[config.mk]
export PLATFORM = sky130hd
export DESIGN_NAME = op_sample_selector
export DESIGN_NICKNAME = d
export VERILOG_FILES = /design/src/rtl/oss_pkg.sv /design/src/rtl/oss_lfsr.sv /design/src/rtl/oss_countdown.sv /design/src/rtl/oss_flight.sv /design/src/rtl/op_sample_selector.sv
export SDC_FILE = /design/constraint.sdc
export NUM_CORES = 1
export LEC_CHECK = 0
export ABC_AREA = 1
export BUFFER_PORTS_ARGS = -buffer_cell sky130_fd_sc_hd__buf_4
export CAP_MARGIN = 25
export CORE_ASPECT_RATIO = 1.75
export CORE_MARGIN = 2
export CORE_UTILIZATION = 40
export DETAILED_ROUTE_END_ITERATION = 16
export PLACE_DENSITY = 0.6
export SETUP_SLACK_MARGIN = 0.2
export SLEW_MARGIN = 10
export SYNTH_ARGS = -nofsm -noshare
export SYNTH_HDL_FRONTEND = slang
export SYNTH_HIERARCHICAL = 1
export SYNTH_SLANG_ARGS = --single-unit
[constraint.sdc]
create_clock -name clk -period 2.25 [get_ports clk]
set_input_delay 0.45 -clock clk [delete_from_list [all_inputs] [get_ports clk]]
set_output_delay 0.45 -clock clk [all_outputs]
set_load 0.005 [all_outputs]
[src/rtl/oss_pkg.sv]
package oss_pkg;

    localparam int LFSR_W = 16;

    typedef logic [LFSR_W-1:0] lfsr_t;

    typedef struct packed {
        logic pop;
        logic feed;
        logic tag;
        logic coll;
    } oss_ev_t;

    // Fibonacci step, taps 16,14,13,11
    function automatic lfsr_t lfsr_next(input lfsr_t s);
        logic fb;
        fb = s[15] ^ s[13] ^ s[12] ^ s[10];
        return {s[14:0], fb};
    endfunction

endpackage

[src/rtl/oss_lfsr.sv]
module oss_lfsr
    import oss_pkg::*;
#(
    parameter lfsr_t SEED = 16'hACE1
) (
    input  logic  clk,
    input  logic  rst,
    input  logic  step,
    output lfsr_t state_o,
    output lfsr_t next_o
);
    lfsr_t state_q;

    assign next_o  = lfsr_next(state_q);
    assign state_o = state_q;

    always_ff @(posedge clk) begin
        if (rst)       state_q <= SEED;
        else if (step) state_q <= next_o;
    end
endmodule

[src/rtl/oss_countdown.sv]
module oss_countdown #(
    parameter int CW = 17
) (
    input  logic          clk,
    input  logic          rst,
    input  logic          op_vld,
    input  logic [CW-1:0] load_val,
    output logic          expire_o
);
    localparam logic [CW-1:0] ONE = CW'(1);

    logic [CW-1:0] cnt_q;

    assign expire_o = op_vld && (cnt_q == ONE);

    always_ff @(posedge clk) begin
        if (rst)           cnt_q <= load_val;
        else if (expire_o) cnt_q <= load_val;
        else if (op_vld)   cnt_q <= cnt_q - ONE;
    end
endmodule

[src/rtl/oss_flight.sv]
module oss_flight (
    input  logic clk,
    input  logic rst,
    input  logic expire,
    input  logic done,
    output logic tag_o,
    output logic coll_o,
    output logic busy_o
);
    logic busy_q;
    logic slot_free;

    // completion frees the slot in the same cycle
    assign slot_free = !busy_q || done;
    assign tag_o     = expire && slot_free;
    assign coll_o    = expire && !slot_free;
    assign busy_o    = busy_q;

    always_ff @(posedge clk) begin
        if (rst) busy_q <= 1'b0;
        else     busy_q <= (busy_q && !done) || tag_o;
    end
endmodule

[src/rtl/op_sample_selector.sv]
module op_sample_selector
    import oss_pkg::*;
#(
    parameter int          IW           = 16,
    parameter int          JW           = 8,
    parameter logic [IW-1:0] MIN_INTERVAL = 16'd256,
    parameter lfsr_t       SEED         = 16'hACE1
) (
    input  logic          clk,
    input  logic          rst,
    input  logic          op_vld,
    input  logic          op_done,
    input  logic [IW-1:0] cfg_interval,
    input  logic          cfg_jitter,
    output logic          tag_o,
    output logic          busy_o,
    output logic          ev_pop_o,
    output logic          ev_feed_o,
    output logic          ev_coll_o,
    output logic [IW-1:0] min_ival_o
);
    localparam int CW = IW + 1;

    lfsr_t         lfsr_q;
    lfsr_t         lfsr_nx;
    lfsr_t         rnd_src;
    logic          expire;
    logic [IW-1:0] base_ival;
    logic [CW-1:0] jit_add;
    logic [CW-1:0] load_val;
    oss_ev_t       ev;

    oss_lfsr #(.SEED(SEED)) u_lfsr (
        .clk     (clk),
        .rst     (rst),
        .step    (expire),
        .state_o (lfsr_q),
        .next_o  (lfsr_nx)
    );

    always_comb begin
        base_ival = (cfg_interval == '0) ? MIN_INTERVAL : cfg_interval;
        rnd_src   = rst ? SEED : lfsr_nx;
        jit_add   = cfg_jitter ? CW'(rnd_src[JW-1:0]) : '0;
        load_val  = CW'(base_ival) + jit_add;
    end

    oss_countdown #(.CW(CW)) u_cnt (
        .clk      (clk),
        .rst      (rst),
        .op_vld   (op_vld),
        .load_val (load_val),
        .expire_o (expire)
    );

    oss_flight u_flight (
        .clk    (clk),
        .rst    (rst),
        .expire (expire),
        .done   (op_done),
        .tag_o  (ev.tag),
        .coll_o (ev.coll),
        .busy_o (busy_o)
    );

    assign ev.pop  = op_vld;
    assign ev.feed = expire;

    assign tag_o      = ev.tag;
    assign ev_pop_o   = ev.pop;
    assign ev_feed_o  = ev.feed;
    assign ev_coll_o  = ev.coll;
    assign min_ival_o = MIN_INTERVAL;
endmodule

After elaboration in Yosys (flattened, before gate mapping)
Index checks and enable logic that the tools add are counted.

Register bits: 34. Output and inout port bits: 21. Word-level logic and storage cells: 26.

Add/subtract/negate cells: 2. Equality and inequality tests: 1. Multiplexer cells: 6. Bitwise logic cells: 3. Reductions and logical operators: 11.

Operator list (count): 17-bit 2-to-1 mux (3); 16-bit by 8-bit adder with 17-bit output (1); 17-bit by 1-bit equality test with 1-bit output, second input constant (1); 17-bit by 1-bit subtractor with 17-bit output, second input constant (1); 16-bit logical NOT (1); 16-bit 2-to-1 mux (1); 8-bit 2-to-1 mux (2); 1-bit logical AND (4); 1-bit logical NOT (3); 3-bit nonzero test (1); 1-bit XOR (3); 1-bit logical OR (2).

Logic depth before layout (Yosys ltp)
Gate-level depths: netlist (run 1).

Depth in word-level cells: 8. Gate-level depth with buffers: 19. Mapped depth without buffers: 19.

Hierarchy
Netlist (run 1), hierarchy kept.

By module, submodules not included: oss_countdown (times used 1, cells each 179, area an instance 1282.5 um2); op_sample_selector (times used 1, cells each 159, area an instance 879.6 um2); oss_lfsr (times used 1, cells each 96, area an instance 747.0 um2); oss_flight (times used 1, cells each 7, area an instance 51.3 um2).

Worst setup path after synthesis (run 1)
No wires, ideal clock.

Path type: flip-flop to flip-flop. Start: reg u_lfsr.state_q[12] (netlist: u_lfsr/state_o[12]). End: reg u_cnt.cnt_q[14], data pin. Library setup time: 0.255 ns. Arrival time: 2.086 ns. Data required time: 1.995 ns. Slack: -0.091 ns. Stages on the path, launching flop included: 18. Path buffers: 0. Clock period less this slack: 2.341 ns. Path through: dfxtp_1 -> nand2_1 -> inv_1 -> nor2_2 -> nand2_1 -> nand2_2 -> nor2_1 -> nor2_1 -> ha_1 -> fa_1 -> nand3_1 -> nand2_1 -> a21boi_2 -> o21ai_2 -> nand4_1 -> nand2_1 -> a21oi_1 -> nor2_1.

Cells in the longest elaborated chain, start to end: 7.

RTL lines: from (decl) (line oss_lfsr.sv:12) `lfsr_t state_q;`; from (signal assigned) (line oss_lfsr.sv:19) `else if (step) state_q <= next_o;`; 1-bit XOR (*) (2 in series) (line oss_pkg.sv:17) `fb = s[15] ^ s[13] ^ s[12] ^ s[10];`; via lfsr_nx[0] (line op_sample_selector.sv:25) `lfsr_t lfsr_nx;`; 8-bit 2-to-1 mux (*) (line op_sample_selector.sv:43) `rnd_src = rst ? SEED : lfsr_nx;`; 8-bit 2-to-1 mux (*) (line op_sample_selector.sv:44) `jit_add = cfg_jitter ? CW'(rnd_src[JW-1:0]) : '0;`; 16-bit by 8-bit adder with 17-bit output (*) (line op_sample_selector.sv:45) `load_val = CW'(base_ival) + jit_add;`; via load_val[14] (line op_sample_selector.sv:30) `logic [CW-1:0] load_val;`; 17-bit 2-to-1 mux (line oss_countdown.sv:18) `else if (expire_o) cnt_q <= load_val;`; 17-bit 2-to-1 mux (*) (line oss_countdown.sv:17) `if (rst) cnt_q <= load_val;`; to (signal assigned) (line oss_countdown.sv:17); to (signal assigned) (line oss_countdown.sv:18); to (signal assigned) (line oss_countdown.sv:19) `else if (op_vld) cnt_q <= cnt_q - ONE;`; to (decl) (line oss_countdown.sv:12) `logic [CW-1:0] cnt_q;`.

Mark *: on every way through the listed nets, which the timed path passes. The rest lies on a longest branch. A chain may end at the register's enable or synchronous reset.

Worst setup path after layout (run 1)
Start: reg u_lfsr.state_q[12] (netlist: u_lfsr/state_o[12]). End: reg u_cnt.cnt_q[8], data pin.

Same word-level chain as after synthesis.

==> metrics, run 1 <==
I/O Buffers 25; number of routed nets with antenna violations 0; Critical Path Sink Type flop; synthesized area 0.002848 mm^2; cells after synthesis 426; MaxCap Viol Count 0; Die Y-Extent 115.6 um; DIE AREA 0.007837 mm^2; minimum clock period 2.398 ns; synth warn 6; starting density of the core 41.23%; worst-case clock buffer depth 2; R2R setup slack -0.15 ns; area grow syn2layout 28.08%; Routed Wire Length 6917 um; GRT Overall Usage 19.49%; share of layout cells above drive strength 1 30.85%; antenna violations before repair 0; CTS Buf Count 5; Worst Hold Class in2reg; WL per Instance 12.20 um; Data arrival, critical path 2.43 ns; TNS Setup -1.014 ns; I/O Pins 42; Final WS setup -0.1484 ns; Worst-path clk slew 0.05 ns; via-per-instance ratio 4.675; WHS 0.4519 ns; Std-Cell Core Area 0.006907 mm^2; DP Area 0.003222 mm^2; Setup crit start kind flop; layout net count 514; final number of setup-violating endpoints 10; drt first pass iters 4; Syn Area/Cell 6.685 um^2; crit-path max FO 4; Pleak 1.793 nW; crit path kind reg2reg; failing checks setup timing; FMAX 0.4169 GHz; clk sinks 34; post-route cell area 0.003647 mm^2; # rows 40; final hold vios 0; final global-route overflow total 0; first-pass GRT wire length 11550 um; number of global-route vias before repair 2698; initial DRC count 47; Final Max Tran Viols 0; RePlAce Congestion 0.8399; DRC 0; CTS tree yes; Detail Placement HPWL 5424 um; pin count of the biggest net entering global routing 24; RSZ-0062 raised after global routing yes; Worst IR Drop VDD 557.4 uV; # H-tree levels 2; PD cells 517.2 mW/mm^2; vias 2651; Worst-Skew Late Latency 0.28 ns; Die Wd 67.78 um; Worst Path Required 2.28 ns; diodes inserted 0; skew final 0.001447 ns; Final Cycle Share 106.6%; status finished with violations; clock root cell clkbuf_16
==> cell type report <==
class,instances,area (um^2)
sequential,34,858.3
inverter,48,202.7
clock buffer,7,142.6
fill,712,3259
clock inverter,1,5.005
multi-input combinational,325,1800
tap,84,105.1
timing repair buffer,68,533.0
==> cell usage in the layout, fill, tap and decap left out, drive strengths merged <==
cell	instances
xor2	9
nor3	3
nand4	2
ha	10
a21oi	19
clkinv	1
nand3b	5
o21bai	2
xnor2	5
or2	3
o21ai	18
buf	68
nand2	127
nor2	81
edfxtp	17
inv	48
a21boi	1
dfxtp	17
fa	1
conb	16
o211ai	1
clkbuf	7
nand3	22
==> layer usage <==
layer	GRT usage, %	vias to the layer above	share of wire [%]
li1	-	1401	-
met1	17.55	1210	35
met2	40.20	32	60
met3	2.718	8	2.2
met4	8.267	0	2.2
met5	0	-	0
==> worst max-delay path, cell delays in order, from the launching register on <==
cell and delay [ns]:
dfxtp_4 0.37, inv_2 0.04, nand2_1 0.06, nand2_1 0.06, nand2_2 0.06, nand2_2 0.07, nor2_2 0.11, nor2_2 0.06
ha_2 0.18, fa_2 0.38, nand3_2 0.09, nand2_4 0.07, a21boi_4 0.20, o21ai_2 0.10, xor2_1 0.15, nand2_1 0.07
o21ai_1 0.06
==> state kept, by name, indices dropped and copies added (netlist names) <==
signal           cells
u_lfsr/state_o      16
u_cnt/cnt_q         17
u_flight/busy_o      1
==> worst paths after layout <==
| check | from | end | cells past startpoint |
|---|---|---|---|
| worst max-delay path | u_lfsr/state_o[12]$_SDFFE_PP0P_ | u_cnt/cnt_q[8]$_DFFE_PP_ | 16 |
| worst min-delay path | op_done | u_flight/busy_o$_SDFF_PP0_ | 4 |
| worst max register to register | u_lfsr/state_o[12]$_SDFFE_PP0P_ | u_cnt/cnt_q[8]$_DFFE_PP_ | 16 |
| worst min register to register | u_lfsr/state_o[7]$_SDFFE_PP1P_ | u_lfsr/state_o[7]$_SDFFE_PP1P_ | 2 |
==> report_power, final <==
| part | internal [W] | switching, W | leakage, nW |
|---|---|---|---|
| combinational | 0.000196 | 0.000246 | 1.41 |
| clock | 0.000438 | 0.000258 | 0.0739 |
| sequential | 0.000705 | 0.0000430 | 0.309 |
| total | 0.00134 | 0.000547 | 1.79 |
==> metrics by stage <==
step	util, %	setup slack, ns	cells	power [W]
2_1_floorplan	-	0.03871	440	0.001033
3_3_place_gp	46.65	-0.1505	544	0.001137
3_5_place_dp	46.65	-0.2185	544	0.001145
4_1_cts	51.41	-0.09059	563	0.001886
5_1_grt	52.81	-0.2897	567	0.001976
6_report	52.81	-0.1484	567	0.001886
==> repair_timing <==
action,CTS,global route
pin swaps,27,14
resized for setup,32,19
gates cloned,0,0
setup buffers,11,4
setup endpoints to repair,18,28
endpoints found under the hold margin,0,0
hold buffers,0,0
No activity file was read; power rests on OpenSTA's default activity.
==> run 2, diff against run 1 <==
Settings changed: ABC_CLOCK_PERIOD_IN_PS set to 2250, MAX_ROUTING_LAYER set to met4.
==> run 2 against run 1 <==
Against the previous run:
- the flow still finishes with violations (setup timing)
- clock skew is 0.0047 ns higher
- via count is 0.83% higher
- critical path depth is 1 higher
- cell area is 0.96% higher
- highest routed layer unchanged
==> metrics, run 2 (same netlist as run 1, synthesis figures left out) <==
post-route insts no fill 568; number of global-route vias before repair 2579; Std-Cell Core Area 0.006907 mm^2; Worst path max stage delay 0.38 ns; Slowest-stage cell, CP dfxtp_4; Die Wd 67.78 um; antenna violations before repair 0; # rows 40; Setup crit start kind flop; Final Max Tran Viols 0; pin count of the biggest net entering global routing 24; layout net count 515; status finished with violations; fill count 708; CP bufs+invs 1; first-pass GRT wire length 11410 um; Post-Place Setup Slack -0.1924 ns; initial DRC count 57; failing checks setup timing; Most flops, register u_cnt/cnt_q; Worst Path Required 2.29 ns; Worst-Skew Late Latency 0.28 ns; RSZ-0062 raised after global routing yes; most frequent cells in the layout 108 x nand2_1, 64 x nor2_1, 60 x buf_4; DRC 0; DIE AREA 0.007837 mm^2; number of routed nets with antenna violations 0; Worst Hold Class reg2reg; diodes inserted 0; PD cells 497.3 mW/mm^2; Pleak 1.805 nW; CTS tree yes; CP Cell Sequence inv_2, nand2_1, nand2_1, nand2_1, nand2_2, nor2_2, nor2_2, ha_2, fa_2, nand3_2, nand2_4, a21boi_4, o21ai_2, nand4_1, nand2_1, a21oi_1, nor2_1; Worst IR Drop VDD 444.3 uV; Crit path max-delay family simple AND/OR/NAND/NOR gates; Final Cycle Share 104.1%; Placed Cells 546; Critical Path Sink Type flop; I/O Pins 42; final number of setup-violating endpoints 9; crit path kind reg2reg; share of layout cells above drive strength 1 31.40%; I/O Buffers 25; CTS Buf Count 5; crit-path max FO 4; clk sinks 34; FMAX 0.4268 GHz; final global-route overflow total 0; Worst-path clk slew 0.05 ns; max reg flops 17; skew final 0.006172 ns; MaxCap Viol Count 0; area grow syn2layout 29.31%; commonest non-fill, non-tap cell in the layout nand2_1; clock root cell clkbuf_16; vias 2673; Detail Placement HPWL 5459 um; drt first pass iters 4; Data arrival, critical path 2.38 ns; Final WS setup -0.09303 ns; Die Y-Extent 115.6 um; Worst path most repeated cell nand2_1; # H-tree levels 2; CTS Hold Bufs 0; final hold vios 0; GRT Overall Usage 20.08%; RePlAce Congestion 0.8594; Routed Wire Length 6859 um; WL per Instance 12.08 um; via-per-instance ratio 4.706; starting density of the core 41.23%; worst-case clock buffer depth 2; minimum clock period 2.343 ns
[run 2: timing repair]
action | in CTS | in global routing
endpoints found under the hold margin | 0 | 0
pin swaps | 20 | 8
resized for setup | 40 | 17
setup buffers | 10 | 4
setup endpoints to repair | 18 | 22
[run 2: path summary, 6_finish.rpt]
path	end	depth (start not counted)	startpoint	slack, ns
worst max-delay path	u_cnt/cnt_q[14]$_DFFE_PP_	17	u_lfsr/state_o[12]$_SDFFE_PP0P_	-0.09
worst min-delay path	u_lfsr/state_o[7]$_SDFFE_PP1P_	2	u_lfsr/state_o[7]$_SDFFE_PP1P_	0.47
worst max register to register	u_cnt/cnt_q[14]$_DFFE_PP_	17	u_lfsr/state_o[12]$_SDFFE_PP0P_	-0.09
worst min register to register	u_lfsr/state_o[7]$_SDFFE_PP1P_	2	u_lfsr/state_o[7]$_SDFFE_PP1P_	0.47
[run 2: tightest hold or removal path, stage by stage (launching register included)]
cell and delay, ns:
dfxtp_1 0.32, nand2_1 0.05, nand3_1 0.06
[run 2: routing by layer]
layer / wire length (um) / track usage [%] / up-vias
met3: 133 / 2.621 / 13
met2: 4199 / 39.80 / 38
met5: 0 / - / -
met4: 163 / 8.800 / 0
met1: 2363 / 17.81 / 1217
li1: - / - / 1405
[run 2: report_power, final]
part | switching [W] | internal, W
Combinational | 0.000244 | 0.000188
Clock | 0.000248 | 0.000406
Sequential | 0.0000422 | 0.000703
[run 2: per-stage QoR]
| stage | instance area, um^2 | util (%) | setup TNS, ns | total power (W) | hold slack [ns] |
|---|---|---|---|---|---|
| floorplan | 2952 | - | 0 | 0.001033 | 0.4267 |
| global placement | 3237 | 46.87 | -1.135 | 0.001138 | 0.4418 |
| detailed placement | 3237 | 46.87 | -1.574 | 0.001145 | 0.4545 |
| CTS | 3582 | 51.87 | -0.3567 | 0.001834 | 0.4446 |
| global route | 3682 | 53.32 | -2.463 | 0.001923 | 0.4882 |
| finish | 3682 | 53.32 | -0.5668 | 0.001831 | 0.4658 |
[run 2: area by class of cell]
class,instances,area (um^2),area share [%]
Timing Repair Buffer,69,551.8,14.98
Sequential cell,34,860.8,23.38
Clock inverter,2,10.01,0.2718
Inverter,48,202.7,5.505
Tap cell,84,105.1,2.854
Clock buffer,6,128.9,3.500
Multi-Input combinational cell,325,1823,49.51
==> run 3, diff against run 2 <==
Settings changed: PLACE_DENSITY 0.6 to 0.61, SYNTH_HIERARCHICAL 1 to not set.
==> run 3 against run 2 <==
Against the previous run:
- die area is 9.6% lower
- register-to-register slack worse by 0.09 ns
- critical endpoint is now u_cnt.cnt_q[14]$_DFFE_PP_
- power is 11% lower
- core utilization increased by 0.57 points
- critical path type unchanged
- the flow still finishes with violations (setup timing)
- via count is 16% lower
- critical path depth down 3
==> metrics, run 3 <==
status finished with violations; failing checks setup timing; R2R setup slack -0.18 ns; DRC 0; crit path kind reg2reg; share of layout cells above drive strength 1 34.49%; hold endpoint u_lfsr.state_o[5]$_SDFFE_PP1P_; I/O Buffers 25; pin count of the biggest net entering global routing 18; post-synth cell types 41; Pleak 1.551 nW; most frequent cell after synthesis nand2_1; final core occ 53.89%; cells after synthesis 344; via-per-instance ratio 4.671; Placed Cells 460; final global-route overflow total 0; register area share after synthesis 33.24%; combinational power share 25.2%; first-pass GRT wire length 9639 um; Worst Path Required 2.36 ns; area of the multi-input gates 0.001597 mm^2; Std-Cell Core Area 0.006181 mm^2; DIE AREA 0.007081 mm^2; GRT Overall Usage 18.22%; drt first pass iters 4; final number of setup-violating endpoints 10; Final Max Tran Viols 0; Worst Hold Class reg2reg; min-delay src u_lfsr.state_o[5]$_SDFFE_PP1P_; synth warn 0; MaxCap Viol Count 0; Seq pwr share 46.0%; layout net count 434; starting density of the core 41.42%; WL per Instance 11.76 um; crit-path max FO 4; area grow syn2layout 30.11%; minimum clock period 2.428 ns; Synth top area share 19.94%; fill count 581; Worst IR Drop VDD 459.5 uV; Worst R2R End u_cnt.cnt_q[14]$_DFFE_PP_; FMAX 0.4118 GHz; number of global-route vias before repair 2209; clock share of power 28.8%; Power Total 0.001628 W; Yosys reg bits 34; Detail Placement HPWL 4505 um; Top FF cell, synth edfxtp_1; clock root cell clkbuf_8; post-route cell area 0.003331 mm^2; Pint 0.001143 W; DP Area 0.002929 mm^2; synthesized area 0.002560 mm^2; Net Switching 0.0004851 W; commonest non-fill, non-tap cell in the layout buf_4; Post-synth EDFFs 17; CTS tree yes; Final Cycle Share 107.9%; Die Wd 64.48 um; FFs w/ async S/R, synth 0%; clk sinks 34; Worst-Skew Late Latency 0.29 ns; sequential cell area 860.8 um^2; vias 2256; CTS Buf Count 5; Most flops, register u_cnt.cnt_q; worst-case clock buffer depth 2; post-route insts no fill 483; # H-tree levels 2; skew final 0.01016 ns; # rows 38; Worst-path clk slew 0.08 ns; antenna violations before repair 0; initial DRC count 80; Data arrival, critical path 2.54 ns; max reg flops 17; Final WS setup -0.1783 ns; Setup crit start kind flop; number of routed nets with antenna violations 0; Post-Place Setup Slack -0.2647 ns; PD cells 488.7 mW/mm^2; RSZ-0062 raised after global routing yes; Die Y-Extent 109.8 um; diodes inserted 0; synth cell count leaders 67 x nand2_1, 53 x nor2_1, 32 x inv_1, 21 x nand3_1, 18 x buf_4; I/O Pins 42; main area contributors after synthesis edfxtp_1 20%, dfxtp_1 13%, nand2_1 9.8%; worst hold stages 2; Routed Wire Length 5681 um; FF-to-FF path depth 14; RePlAce Congestion 0.9062; Reg2Reg Launch Point u_lfsr.state_o[15]$_SDFFE_PP1P_; Critical Path Sink Type flop; leading area contributor after synthesis edfxtp_1; most frequent cells in the layout 64 x buf_4, 57 x nand2_1, 47 x nor2_1; sw frac 29.80%; final hold vios 0; Syn Area/Cell 7.442 um^2
-- run 3: timing repair --
item / 4_1_cts / 5_1_grt
hold buffers: 0 / 0
gates resized for setup: 28 / 20
pin swaps: 13 / 26
setup endpoints to repair: 17 / 18
setup buffers: 9 / 6
-- run 3: cell families (layout without fill, tap and decap cells) --
logic type,count (synthesis),in the layout,share of synthesized area [%]
multiplexers,1,1,0.3910
AO/OA/AOI/OAI,43,43,10.66
flip-flops,34,34,33.24
XOR/XNOR,19,19,6.501
adder cells (fa/ha/maj),11,11,5.670
buffers and inverters,67,112,13.69
other,2,16,0.2934
AND/OR/NAND/NOR,167,167,29.57
-- run 3: power groups by stage --
stage	clock network, W	registers [W]	logic, W
floorplan	0	0.000754	0.000267
global placement	0	0.000762	0.000348
detailed placement	0	0.000763	0.000351
CTS	0.000481	0.000750	0.000390
global route	0.000507	0.000757	0.000461
finish	0.000469	0.000749	0.000410
-- run 3: per-layer routing --
| layer | vias up | wire length, um | GRT usage, % |
|---|---|---|---|
| met2 | 34 | 3341 | 35.79 |
| met4 | 0 | 139 | 7.751 |
| met5 | - | 0 | - |
| met1 | 1023 | 2046 | 17.25 |
| met3 | 10 | 153 | 2.661 |
| li1 | 1189 | - | - |
-- run 3: how the worst max path moves through the flow --
stage / depth (start not counted) / to / startpoint
after global placement: 14 / u_cnt.cnt_q[14]$_DFFE_PP_ / u_lfsr.state_o[15]$_SDFFE_PP1P_
final: 14 / u_cnt.cnt_q[14]$_DFFE_PP_ / u_lfsr.state_o[15]$_SDFFE_PP1P_
after global routing: 15 / u_cnt.cnt_q[14]$_DFFE_PP_ / u_lfsr.state_o[13]$_SDFFE_PP1P_
after floorplan: 14 / u_cnt.cnt_q[14]$_DFFE_PP_ / rst
after detailed placement: 14 / u_cnt.cnt_q[14]$_DFFE_PP_ / u_lfsr.state_o[15]$_SDFFE_PP1P_
after CTS: 14 / u_cnt.cnt_q[10]$_DFFE_PP_ / u_lfsr.state_o[10]$_SDFFE_PP1P_
-- run 3: stage by stage --
stage	setup TNS (ns)	hold slack, ns
floorplan	-0.0001024	0.4236
global placement	-1.642	0.4343
detailed placement	-1.912	0.4409
CTS	-0.5432	0.4378
global route	-2.583	0.4716
finish	-0.9409	0.4573
-- run 3: layout make-up --
cell class,instances,area share [%]
Timing Repair Buffer,70,16.45
Clock buffer,6,2.479
Multi-Input combinational cell,257,47.93
Inverter,34,3.907
Sequential cell,34,25.85
Tap cell,80,3.005
Clock inverter,2,0.3757
-- run 3: worst max-delay path, stage by stage, from the launching register on --
cell and delay, ns:
dfxtp_4 0.37, xor2_4 0.19, o21ai_2 0.19, nand2_1 0.08
inv_1 0.06, ha_2 0.17, inv_2 0.04, fa_2 0.38
o21ai_4 0.18, nand2_2 0.10, a21oi_4 0.17, nand2_1 0.11
nand2_1 0.07, nand3_1 0.06, o31ai_1 0.07
